--- config.mk ---
export PLATFORM = sky130hd
export DESIGN_NAME = mdio_mgmt_master
export DESIGN_NICKNAME = d
export VERILOG_FILES = /design/src/rtl/mdio_mgmt_master.sv
export SDC_FILE = /design/constraint.sdc
export NUM_CORES = 1
export LEC_CHECK = 0
export ABC_AREA = 1
export BUFFER_PORTS_ARGS = -buffer_cell sky130_fd_sc_hd__buf_2
export CAP_MARGIN = 20
export CORE_UTILIZATION = 51
export CTS_CLUSTER_SIZE = 20
export DETAILED_ROUTE_END_ITERATION = 7
export GPL_ROUTABILITY_DRIVEN = 0
export PLACE_DENSITY = 0.73
export SLEW_MARGIN = 20
export SYNTH_ARGS = -nofsm -noshare
export SYNTH_HDL_FRONTEND = slang
export SYNTH_SLANG_ARGS = --single-unit
--- constraint.sdc ---
create_clock -name clk -period 2.1 [get_ports clk]
set_clock_uncertainty 0.15 [all_clocks]
set_input_delay 0.315 -clock clk [delete_from_list [all_inputs] [get_ports clk]]
set_output_delay 0.315 -clock clk [all_outputs]
set_load 0.05 [all_outputs]
--- src/rtl/mdio_mgmt_master.sv ---
module mdio_mgmt_master #(
  parameter logic [5:0] DIV_RESET = 6'd4,
  parameter int         PRE_LEN   = 32
) (
  input  logic        clk,
  input  logic        rst_n,
  input  logic        bus_we,
  input  logic [3:0]  bus_addr,
  input  logic [31:0] bus_wdata,
  output logic [31:0] bus_rdata,
  output logic        mdc,
  output logic        mdio_o,
  output logic        mdio_oe,
  input  logic        mdio_i
);
  localparam int PW = $clog2(PRE_LEN + 1);
  localparam logic [PW-1:0] PRE_FULL = PW'(PRE_LEN);

  logic          busy, fail, c22, nopre, mdc_q;
  logic [1:0]    op;
  logic [4:0]    phy, rad, fidx;
  logic [15:0]   dat;
  logic [5:0]    div, cnt;
  logic [PW-1:0] pre;
  logic [31:0]   sh;

  wire cmd_sel = (bus_addr == 4'h0);
  wire cfg_sel = (bus_addr == 4'h4);
  wire launch  = bus_we & cmd_sel & ~busy & bus_wdata[29];
  wire tick    = busy & (cnt >= div);
  wire is_rd   = (op == 2'b10);
  wire in_pre  = (pre != '0);
  wire w_rd    = (bus_wdata[27:26] == 2'b10);

  assign mdc       = mdc_q;
  assign mdio_oe   = busy & (in_pre | ~is_rd | (fidx < 5'd14));
  assign mdio_o    = mdio_oe & (in_pre | sh[31]);
  assign bus_rdata = cmd_sel ? {2'b00, busy, fail, op, phy, rad, dat} :
                     cfg_sel ? {19'd0, nopre, 2'b00, div, 3'b000, c22} : 32'd0;

  always_ff @(posedge clk or negedge rst_n) begin
    if (!rst_n) begin
      c22   <= 1'b1;
      div   <= DIV_RESET;
      nopre <= 1'b0;
    end else if (bus_we & cfg_sel) begin
      c22   <= bus_wdata[0];
      div   <= bus_wdata[9:4];
      nopre <= bus_wdata[12];
    end
  end

  always_ff @(posedge clk or negedge rst_n) begin
    if (!rst_n) begin
      busy  <= 1'b0;
      fail  <= 1'b0;
      op    <= '0;
      phy   <= '0;
      rad   <= '0;
      dat   <= '0;
      cnt   <= '0;
      mdc_q <= 1'b0;
      pre   <= '0;
      fidx  <= '0;
      sh    <= '0;
    end else if (!busy) begin
      if (bus_we & cmd_sel) begin
        op  <= bus_wdata[27:26];
        phy <= bus_wdata[25:21];
        rad <= bus_wdata[20:16];
        dat <= bus_wdata[15:0];
      end
      if (launch) begin
        busy  <= 1'b1;
        fail  <= 1'b0;
        cnt   <= '0;
        mdc_q <= 1'b0;
        fidx  <= '0;
        pre   <= nopre ? '0 : PRE_FULL;
        sh    <= {2'b01, bus_wdata[27:16], (w_rd ? 2'b11 : 2'b10), bus_wdata[15:0]};
      end
    end else if (tick) begin
      cnt   <= '0;
      mdc_q <= ~mdc_q;
      if (mdc_q) begin
        if (in_pre) pre <= pre - 1'b1;
        else if (fidx == 5'd31) begin
          busy <= 1'b0;
        end else begin
          fidx <= fidx + 1'b1;
          sh   <= {sh[30:0], 1'b0};
        end
      end else if (!in_pre && is_rd) begin
        if (fidx == 5'd15) fail <= mdio_i;
        if (fidx >= 5'd16) dat <= {dat[14:0], mdio_i};
      end
    end else begin
      cnt <= cnt + 1'b1;
    end
  end

  p_idle_mdc_low_r4: assert property (@(posedge clk) disable iff (!rst_n)
    !busy |-> !mdc_q);

  p_launch_busy_r2: assert property (@(posedge clk) disable iff (!rst_n)
    launch |=> (busy && !mdc_q && bus_rdata[29] | !cmd_sel));

  p_busy_ignore_r8: assert property (@(posedge clk) disable iff (!rst_n)
    (busy && bus_we && cmd_sel) |=> ($stable(op) && $stable(phy) && $stable(rad)));

  p_fail_clear_r7: assert property (@(posedge clk) disable iff (!rst_n)
    $rose(busy) |-> !fail);

  p_mdio_on_fall_r9: assert property (@(posedge clk) disable iff (!rst_n)
    (busy && $past(busy) && mdio_oe && $past(mdio_oe) && (mdio_o != $past(mdio_o)))
      |-> $fell(mdc_q));
endmodule

==> summary.md, run 1 <==
| Metric | Value |
|---|---|
| Cell Chain, Critical Path | `inv_2 > ha_4 > nand2_4 > nor2_4 > a31oi_4 > o21a_1 > buf_6` |
| HP Start | `bus_wdata[21]` |
| Max Fclk | `slightly below 0.5 GHz` |
| ANT cells | `0` |
| Worst hold path class | `in -> reg` |
| Clock Sinks | `between 80 and 90` |
| Area leader, netlist | `dfrtp_1` |
| Syn Std Cell Area | `4960 um^2` |
| #FFs+latches synth | `88` |
| R2r endpoint | `sh[0]$_DFFE_PN0P_` |
| Final setup violation count | `0` |
| Crit path depth | `7` |
| Most common cell in the netlist | `nand2_1` |
| Final Max Slew Viols | `0` |
| Critical Path RT | `1630 ps` |
| Max capacitance violation total | `0` |
| Synth top area share | `0.434` |
| Clk slew on worst S/H paths | `90 ps` |
| Ports | `75` |
| Vias in the first global route | `4,035` |
| Mean area per synthesized cell | `7.60 um^2` |
| CTS tree | `built` |
| Hpwl dp | `8000 um` |
| Top_reg_cell synth | `dfrtp_1` |
| CP Capture Point | `mdio_o` |
| Iter 0 DRT Violations | `277` |
| CP Launch Type | `flop` |
| Synth top cells by count | `254 x nand2_1, 86 x dfrtp_1, 59 x inv_1, 52 x nand3_1, 48 x nor2_1` |
| Root Buffer | `clkbuf_8` |
| Synth cell types | `36` |
| Vias per cell | `5.14` |
| Area Growth Syn to Fin | `21.4%` |
| Die X | `just over 100 um` |
| Htree depth | `3` |
| Crit Path Category | `reg -> out` |
| CP bufs+invs | `2` |
| Initial Util | `0.532` |
| CP Data Arrival Time | `1600 ps` |
| Max incr delay on CP | `420 ps` |
| Antenna violations before repair | `0` |
| Max Buffers Root-to-Sink | `2` |
| CTS Buf Count | `9` |
| Outcome | `finished, final reports clean` |
| Unrepaired setup endpoints after global routing | `true` |
| Num rows | `35` |
| Cells after Synth | `653` |
| Largest net degree at the start of global routing | `37` |
| DR WL/cell | `approximately 14 um` |
| Async S/R FF share, synth | `1.00` |
| Post-detailed-routing wire length | `12,400 um` |
| Sequential area share after synthesis | `0.444` |
| GRT Resource Usage Total | `0.245` |
| Crit. Startpoint | `pre[0]$_DFFE_PN0P_` |
| Setup slack, reg-to-reg | `around 50 ps` |
| Routed via count | `approximately 4,500` |
| Remaining routing DRC violations | `0` |
| Layout cell share with drive strength beyond 1 | `0.250` |
| Ranking of synthesized cells by area | `dfrtp_1 43%, nand2_1 19%, nand3_1 5.2%` |
| Antenna viol nets, final | `0` |
| Final Hold Vio Count | `0` |
| Critical Path Slowest Stage Cell | `dfrtp_1` |
| PortBufs | `69` |
| Synthesis warning total | `0` |
| Post-synth EDFFs | `0` |
| Total Power Consumption | `0.00752 W` |
| PD cells | `1250 nW/um^2` |
| Gr ovfl total | `0` |
| Placed cells | `839` |
| Tcrit/Tclk final | `0.982` |
| Total core area | `9330 um^2` |
| Total leakage power | `roughly 3.4 nW` |
| Post-route insts no fill | `approximately 900` |
| Number of nets in the layout | `between 700 and 800` |
| Total Neg Setup Slack | `0 ps` |
| Worst-path fanout max | `3` |
| Post-route minimum period | `2060 ps` |
| Reg2Reg Launch Point | `div[2]$_DFFE_PN1P_` |
| Clk_lat worst skew | `370 ps` |
| Reg2reg path depth | `10` |
| VDD IR max | `0.000579 V` |
| CP top delay family | `flip-flops` |
| First-pass GRT wire length | `around 19,000 um` |
| DRT Pass-1 Iters | `5` |
| CP endpoint kind | `primary output` |
| Die Height | `~100 um` |
| Die area | `10,100 um^2` |
cells in the final DEF, fill, tap and decap left out, types with 2 or more instances in the layout:
master      netlist  routed
o21ai_1           5       6
dfstp_2           2       2
conb_1            1       2
nor2_4            2       3
dfrtp_2           0       2
nand2_8           0       3
nand3_1          52      52
nand2_1         254     249
o22ai_1           8       8
buf_12            0       6
dfrtp_1          86      84
clkinvlp_4        0       3
inv_1            59      53
nor2_1           48      47
nor2_2            2       2
buf_4             5      28
clkbuf_8          0       9
buf_2            16      67
nand4_2           2       2
nand2_4           3       4
or2_2             2       2
inv_2             2       8
ha_2              0       2
xor2_1            6       6
ha_1             12       8
buf_8             2       2
buf_6             4       2
bufinv_16         0       2
nand3_2          21      21
ha_4              0       2
o21ai_0          33      32
a21oi_1           6       6
xnor2_1           2       2
nand2_2           3       6
final cells by class:
type / instances / area, um^2
Clock buffer: 10 / 128
Clock inverter: 6 / 91.3
Fill cell: 807 / 3310
Inverter: 61 / 229
Multi-Input combinational cell: 474 / 2450
Sequential cell: 88 / 2210
Tap cell: 129 / 161
Timing Repair Buffer: 108 / 758
per-stage QoR:
step           area [um^2]  utilization  setup WS (ps)  hold slack, ps
6_report              6020        0.645           37.1            23.7
3_3_place_gp          5450        0.585           8.87             107
5_1_grt               6020        0.645          -32.3            19.0
2_1_floorplan         4970            -           -254            -131
4_1_cts               5730        0.615          0.859            10.0
3_5_place_dp          5450        0.585          -14.8             108
worst min path at each step:
| stage | end | slack (ps) | cells past startpoint |
|---|---|---|---|
| global placement | div[4]$_DFFE_PN0P_ | 110 | 1 |
| global route | rad[0]$_DFFE_PN0N_ | 20 | 3 |
| floorplan | busy$_DFF_PN0_ | -130 | 0 |
| CTS | rad[3]$_DFFE_PN0N_ | 10 | 3 |
| detailed placement | div[4]$_DFFE_PN0P_ | 110 | 1 |
| finish | phy[0]$_DFFE_PN0N_ | 20 | 3 |
worst register-to-register path, stage by stage (launching register included):
cell and delay [ps]:
dfstp_2 530, inv_2 40, ha_2 310, nand2_2 60
nor2_4 110, nand2_2 90, nand3_4 160, nand2_8 130
clkbuf_16 210, nand3_1 80, nand2_1 60
flip-flops by register name (all words and copies together) (netlist names):
name,flops
fail,1
c22,1
fidx,5
mdc,1
rad,5
busy,1
cnt,6
pre,6
sh,32
op,2
phy,5
nopre,1
dat,16
div,6
repair_timing:
action                     in CTS  in global routing
setup endpoints to repair      35                 60
pin swaps                       1                  8
gates resized for setup         9                 32
setup buffers                   1                 16
cloned                          0                  3
hold buffers                    1                  0
hold endpoints to repair       23                  0
where the power goes:
group	internal [W]	switching [W]	total, W
sequential	0.00222	0.000410	0.00263
combinational	0.00153	0.00205	0.00358
clock	0.000675	0.000633	0.00131
total	0.00442	0.00309	0.00752
routing by layer:
layer  routed length (um)  share of wire  vias up  global-route usage
met5                    0              0        -                   0
met3                  687          0.055       18              0.0423
met2                 5980           0.48      147               0.397
li1                     -              -     2221                   -
met1                 5530           0.45     2120               0.340
met4                  187          0.015        0              0.0702
logic make-up after synthesis:
| group | Yosys count | share of synthesized area |
|---|---|---|
| other | 1 | 0.000756 |
| DFF | 88 | 0.444 |
| muxes | 1 | 0.00227 |
| xor gates and xnor gates | 8 | 0.0141 |
| AOI/OAI and AO/OA | 56 | 0.0623 |
| buffers and inverters | 94 | 0.0895 |
| adders and majority gates | 12 | 0.0303 |
| and+or+nand+nor | 393 | 0.356 |
Power figures use the tool's default switching activity.
==> run 2, diff against run 1 <==
--- a/config.mk
+++ b/config.mk
@@ -9,10 +9,11 @@
 export BUFFER_PORTS_ARGS = -buffer_cell sky130_fd_sc_hd__buf_2
 export CAP_MARGIN = 20
 export CORE_UTILIZATION = 51
+export CTS_BUF_LIST = sky130_fd_sc_hd__clkbuf_4 sky130_fd_sc_hd__clkbuf_8 sky130_fd_sc_hd__clkbuf_16
 export CTS_CLUSTER_SIZE = 20
 export DETAILED_ROUTE_END_ITERATION = 7
 export GPL_ROUTABILITY_DRIVEN = 0
-export PLACE_DENSITY = 0.73
+export PLACE_DENSITY = 0.79
 export SLEW_MARGIN = 20
 export SYNTH_ARGS = -nofsm -noshare
 export SYNTH_HDL_FRONTEND = slang
==> summary.md, run 2 (synthesis gave the netlist of run 1 again) <==
| Metric | Value |
|---|---|
| CTS Buf Count | `9` |
| DR WL/cell | `between 10 and 15 um` |
| Worst hold path class | `in -> reg` |
| DRT Pass-1 Iters | `4` |
| Total core area | `9330 um^2` |
| Die X | `101 um` |
| Antenna violations before repair | `0` |
| Post-detailed-routing wire length | `12,400 um` |
| Clk slew on worst S/H paths | `90 ps` |
| Layout cell share with drive strength beyond 1 | `0.224` |
| First-pass GRT wire length | `19,900 um` |
| CP endpoint kind | `primary output` |
| Max incr delay on CP | `400 ps` |
| CTS tree | `built` |
| Final setup violation count | `0` |
| HP Start | `bus_wdata[18]` |
| Clk_lat worst skew | `370 ps` |
| CP Data Arrival Time | `about 1600 ps` |
| Final Hold Vio Count | `0` |
| Largest net degree at the start of global routing | `54` |
| Tcrit/Tclk final | `0.991` |
| Clock Sinks | `88` |
| Post-route minimum period | `2080 ps` |
| Die area | `about 10,000 um^2` |
| Routed via count | `between 4,000 and 5,000` |
| Max Fclk | `0.480 GHz` |
| Vias in the first global route | `4,321` |
| Post-route insts no fill | `861` |
| Vias per cell | `5.26` |
| ANT cells | `0` |
| Layout fillers | `827` |
| Root Buffer | `clkbuf_8` |
| PD cells | `1210 nW/um^2` |
| Cell Chain, Critical Path | `inv_2 > ha_4 > nand2_4 > nor2_4 > a31oi_4 > o21a_1 > buf_6` |
| Total leakage power | `3.25 nW` |
| Placed cells | `~840` |
| Max capacitance violation total | `0` |
| Commonest cells after routing, fill and taps aside | `251 x nand2_1, 85 x dfrtp_1, 67 x buf_2` |
| Max Buffers Root-to-Sink | `2` |
| Area Growth Syn to Fin | `17.1%` |
| PortBufs | `69` |
| Gr ovfl total | `0` |
| Top Registers | `sh: 32 flops, dat: 16 flops` |
| Die Height | `a little over 100 um` |
| Crit. Startpoint | `pre[0]$_DFFE_PN0P_` |
| Final Max Slew Viols | `0` |
| Outcome | `finished, final reports clean` |
| Crit Path Category | `reg -> out` |
| Iter 0 DRT Violations | `230` |
| Slew HR | `0.606` |
| Unrepaired setup endpoints after global routing | `true` |
| DP Area | `5470 um^2` |
| Hpwl dp | `8260 um` |
| GRT Resource Usage Total | `0.251` |
| Antenna viol nets, final | `0` |
| Commonest non-fill, non-tap cell in the layout | `nand2_1` |
| Least-Margin Pin Slew | `591 ps` |
| VDD IR max | `0.000601 V` |
| Critical Path RT | `1630 ps` |
| Max FFs per register | `32` |
| Largest Register | `sh` |
| Post-layout util | `0.623` |
| CP Launch Type | `flop` |
| Worst-path fanout max | `4` |
| Htree depth | `3` |
| Remaining routing DRC violations | `0` |
| Ports | `75` |
| Num rows | `35` |
| Initial Util | `0.532` |
| Reg2Reg Launch Point | `div[2]$_DFFE_PN1P_` |
| Cell area after layout | `approximately 5800 um^2` |
| Number of nets in the layout | `between 700 and 800` |
| Critical Path Slowest Stage Cell | `dfrtp_1` |
| Setup slack, reg-to-reg | `about 130 ps` |
==> run 2: layer usage <==
metal | share of wire | global-route usage | vias up
met5 | 0 | 0 | -
met3 | 0.050 | 0.0340 | 29
met1 | 0.43 | 0.321 | 2145
met4 | 0.027 | 0.108 | 0
li1 | - | - | 2183
met2 | 0.49 | 0.428 | 170
==> run 2: area by class of cell <==
cell class | count | area, um^2 | area share
well taps | 129 | 161 | 0.0278
clock inverters | 7 | 52.6 | 0.00904
repair buffers | 94 | 632 | 0.109
flip-flops and latches | 88 | 2210 | 0.380
inverters | 61 | 229 | 0.0394
multi-input cells | 473 | 2410 | 0.414
clock buffers | 9 | 124 | 0.0213
==> run 2: critical path, delay by kind of cell, from the launching register on <==
kind | cells | cell delay [ps]
buffers and inverters | 2 | 260
adders and majority gates | 1 | 160
and+or+nand+nor | 2 | 190
AOI/OAI and AO/OA | 2 | 240
DFF | 1 | 400
==> run 2: worst paths after layout <==
| check | end | depth (start not counted) |
|---|---|---|
| max in group asynchronous | busy$_DFF_PN0_ | 3 |
| min in group asynchronous | rad[1]$_DFFE_PN0N_ | 2 |
| max reg2reg | dat[1]$_DFFE_PN0P_ | 10 |
| min | rad[2]$_DFFE_PN0N_ | 3 |
| max | mdio_o | 7 |
| min reg2reg | dat[0]$_DFFE_PN0P_ | 2 |
==> run 2: what timing repair did <==
action,4_1_cts,5_1_grt
hold buffers,1,0
setup buffers,2,2
hold endpoints to repair,39,0
endpoints found under the setup margin,4,59
gates resized for setup,9,13
pin swaps,1,8
cloned,0,2
==> run 2: through the flow <==
| stage | hold WS (ps) | TNS, ps | total power (W) | setup slack (ps) |
|---|---|---|---|---|
| 2_1_floorplan | -131 | -747 | 0.00483 | -254 |
| 3_3_place_gp | 196 | 0 | 0.00530 | 85.9 |
| 3_5_place_dp | 208 | 0 | 0.00548 | 19.1 |
| 4_1_cts | 9.72 | 0 | 0.00679 | 6.94 |
| 5_1_grt | 28.1 | -59.4 | 0.00755 | -58.5 |
| 6_report | 18.9 | 0 | 0.00705 | 18.0 |
==> run 2: power breakdown <==
group / leakage (nW) / internal [W] / total [W] / switching, W
clock network: 0.0904 / 0.000441 / 0.00110 / 0.000660
logic: 2.10 / 0.00134 / 0.00333 / 0.00199
registers: 1.06 / 0.00221 / 0.00262 / 0.000408
total: 3.25 / 0.00400 / 0.00705 / 0.00305
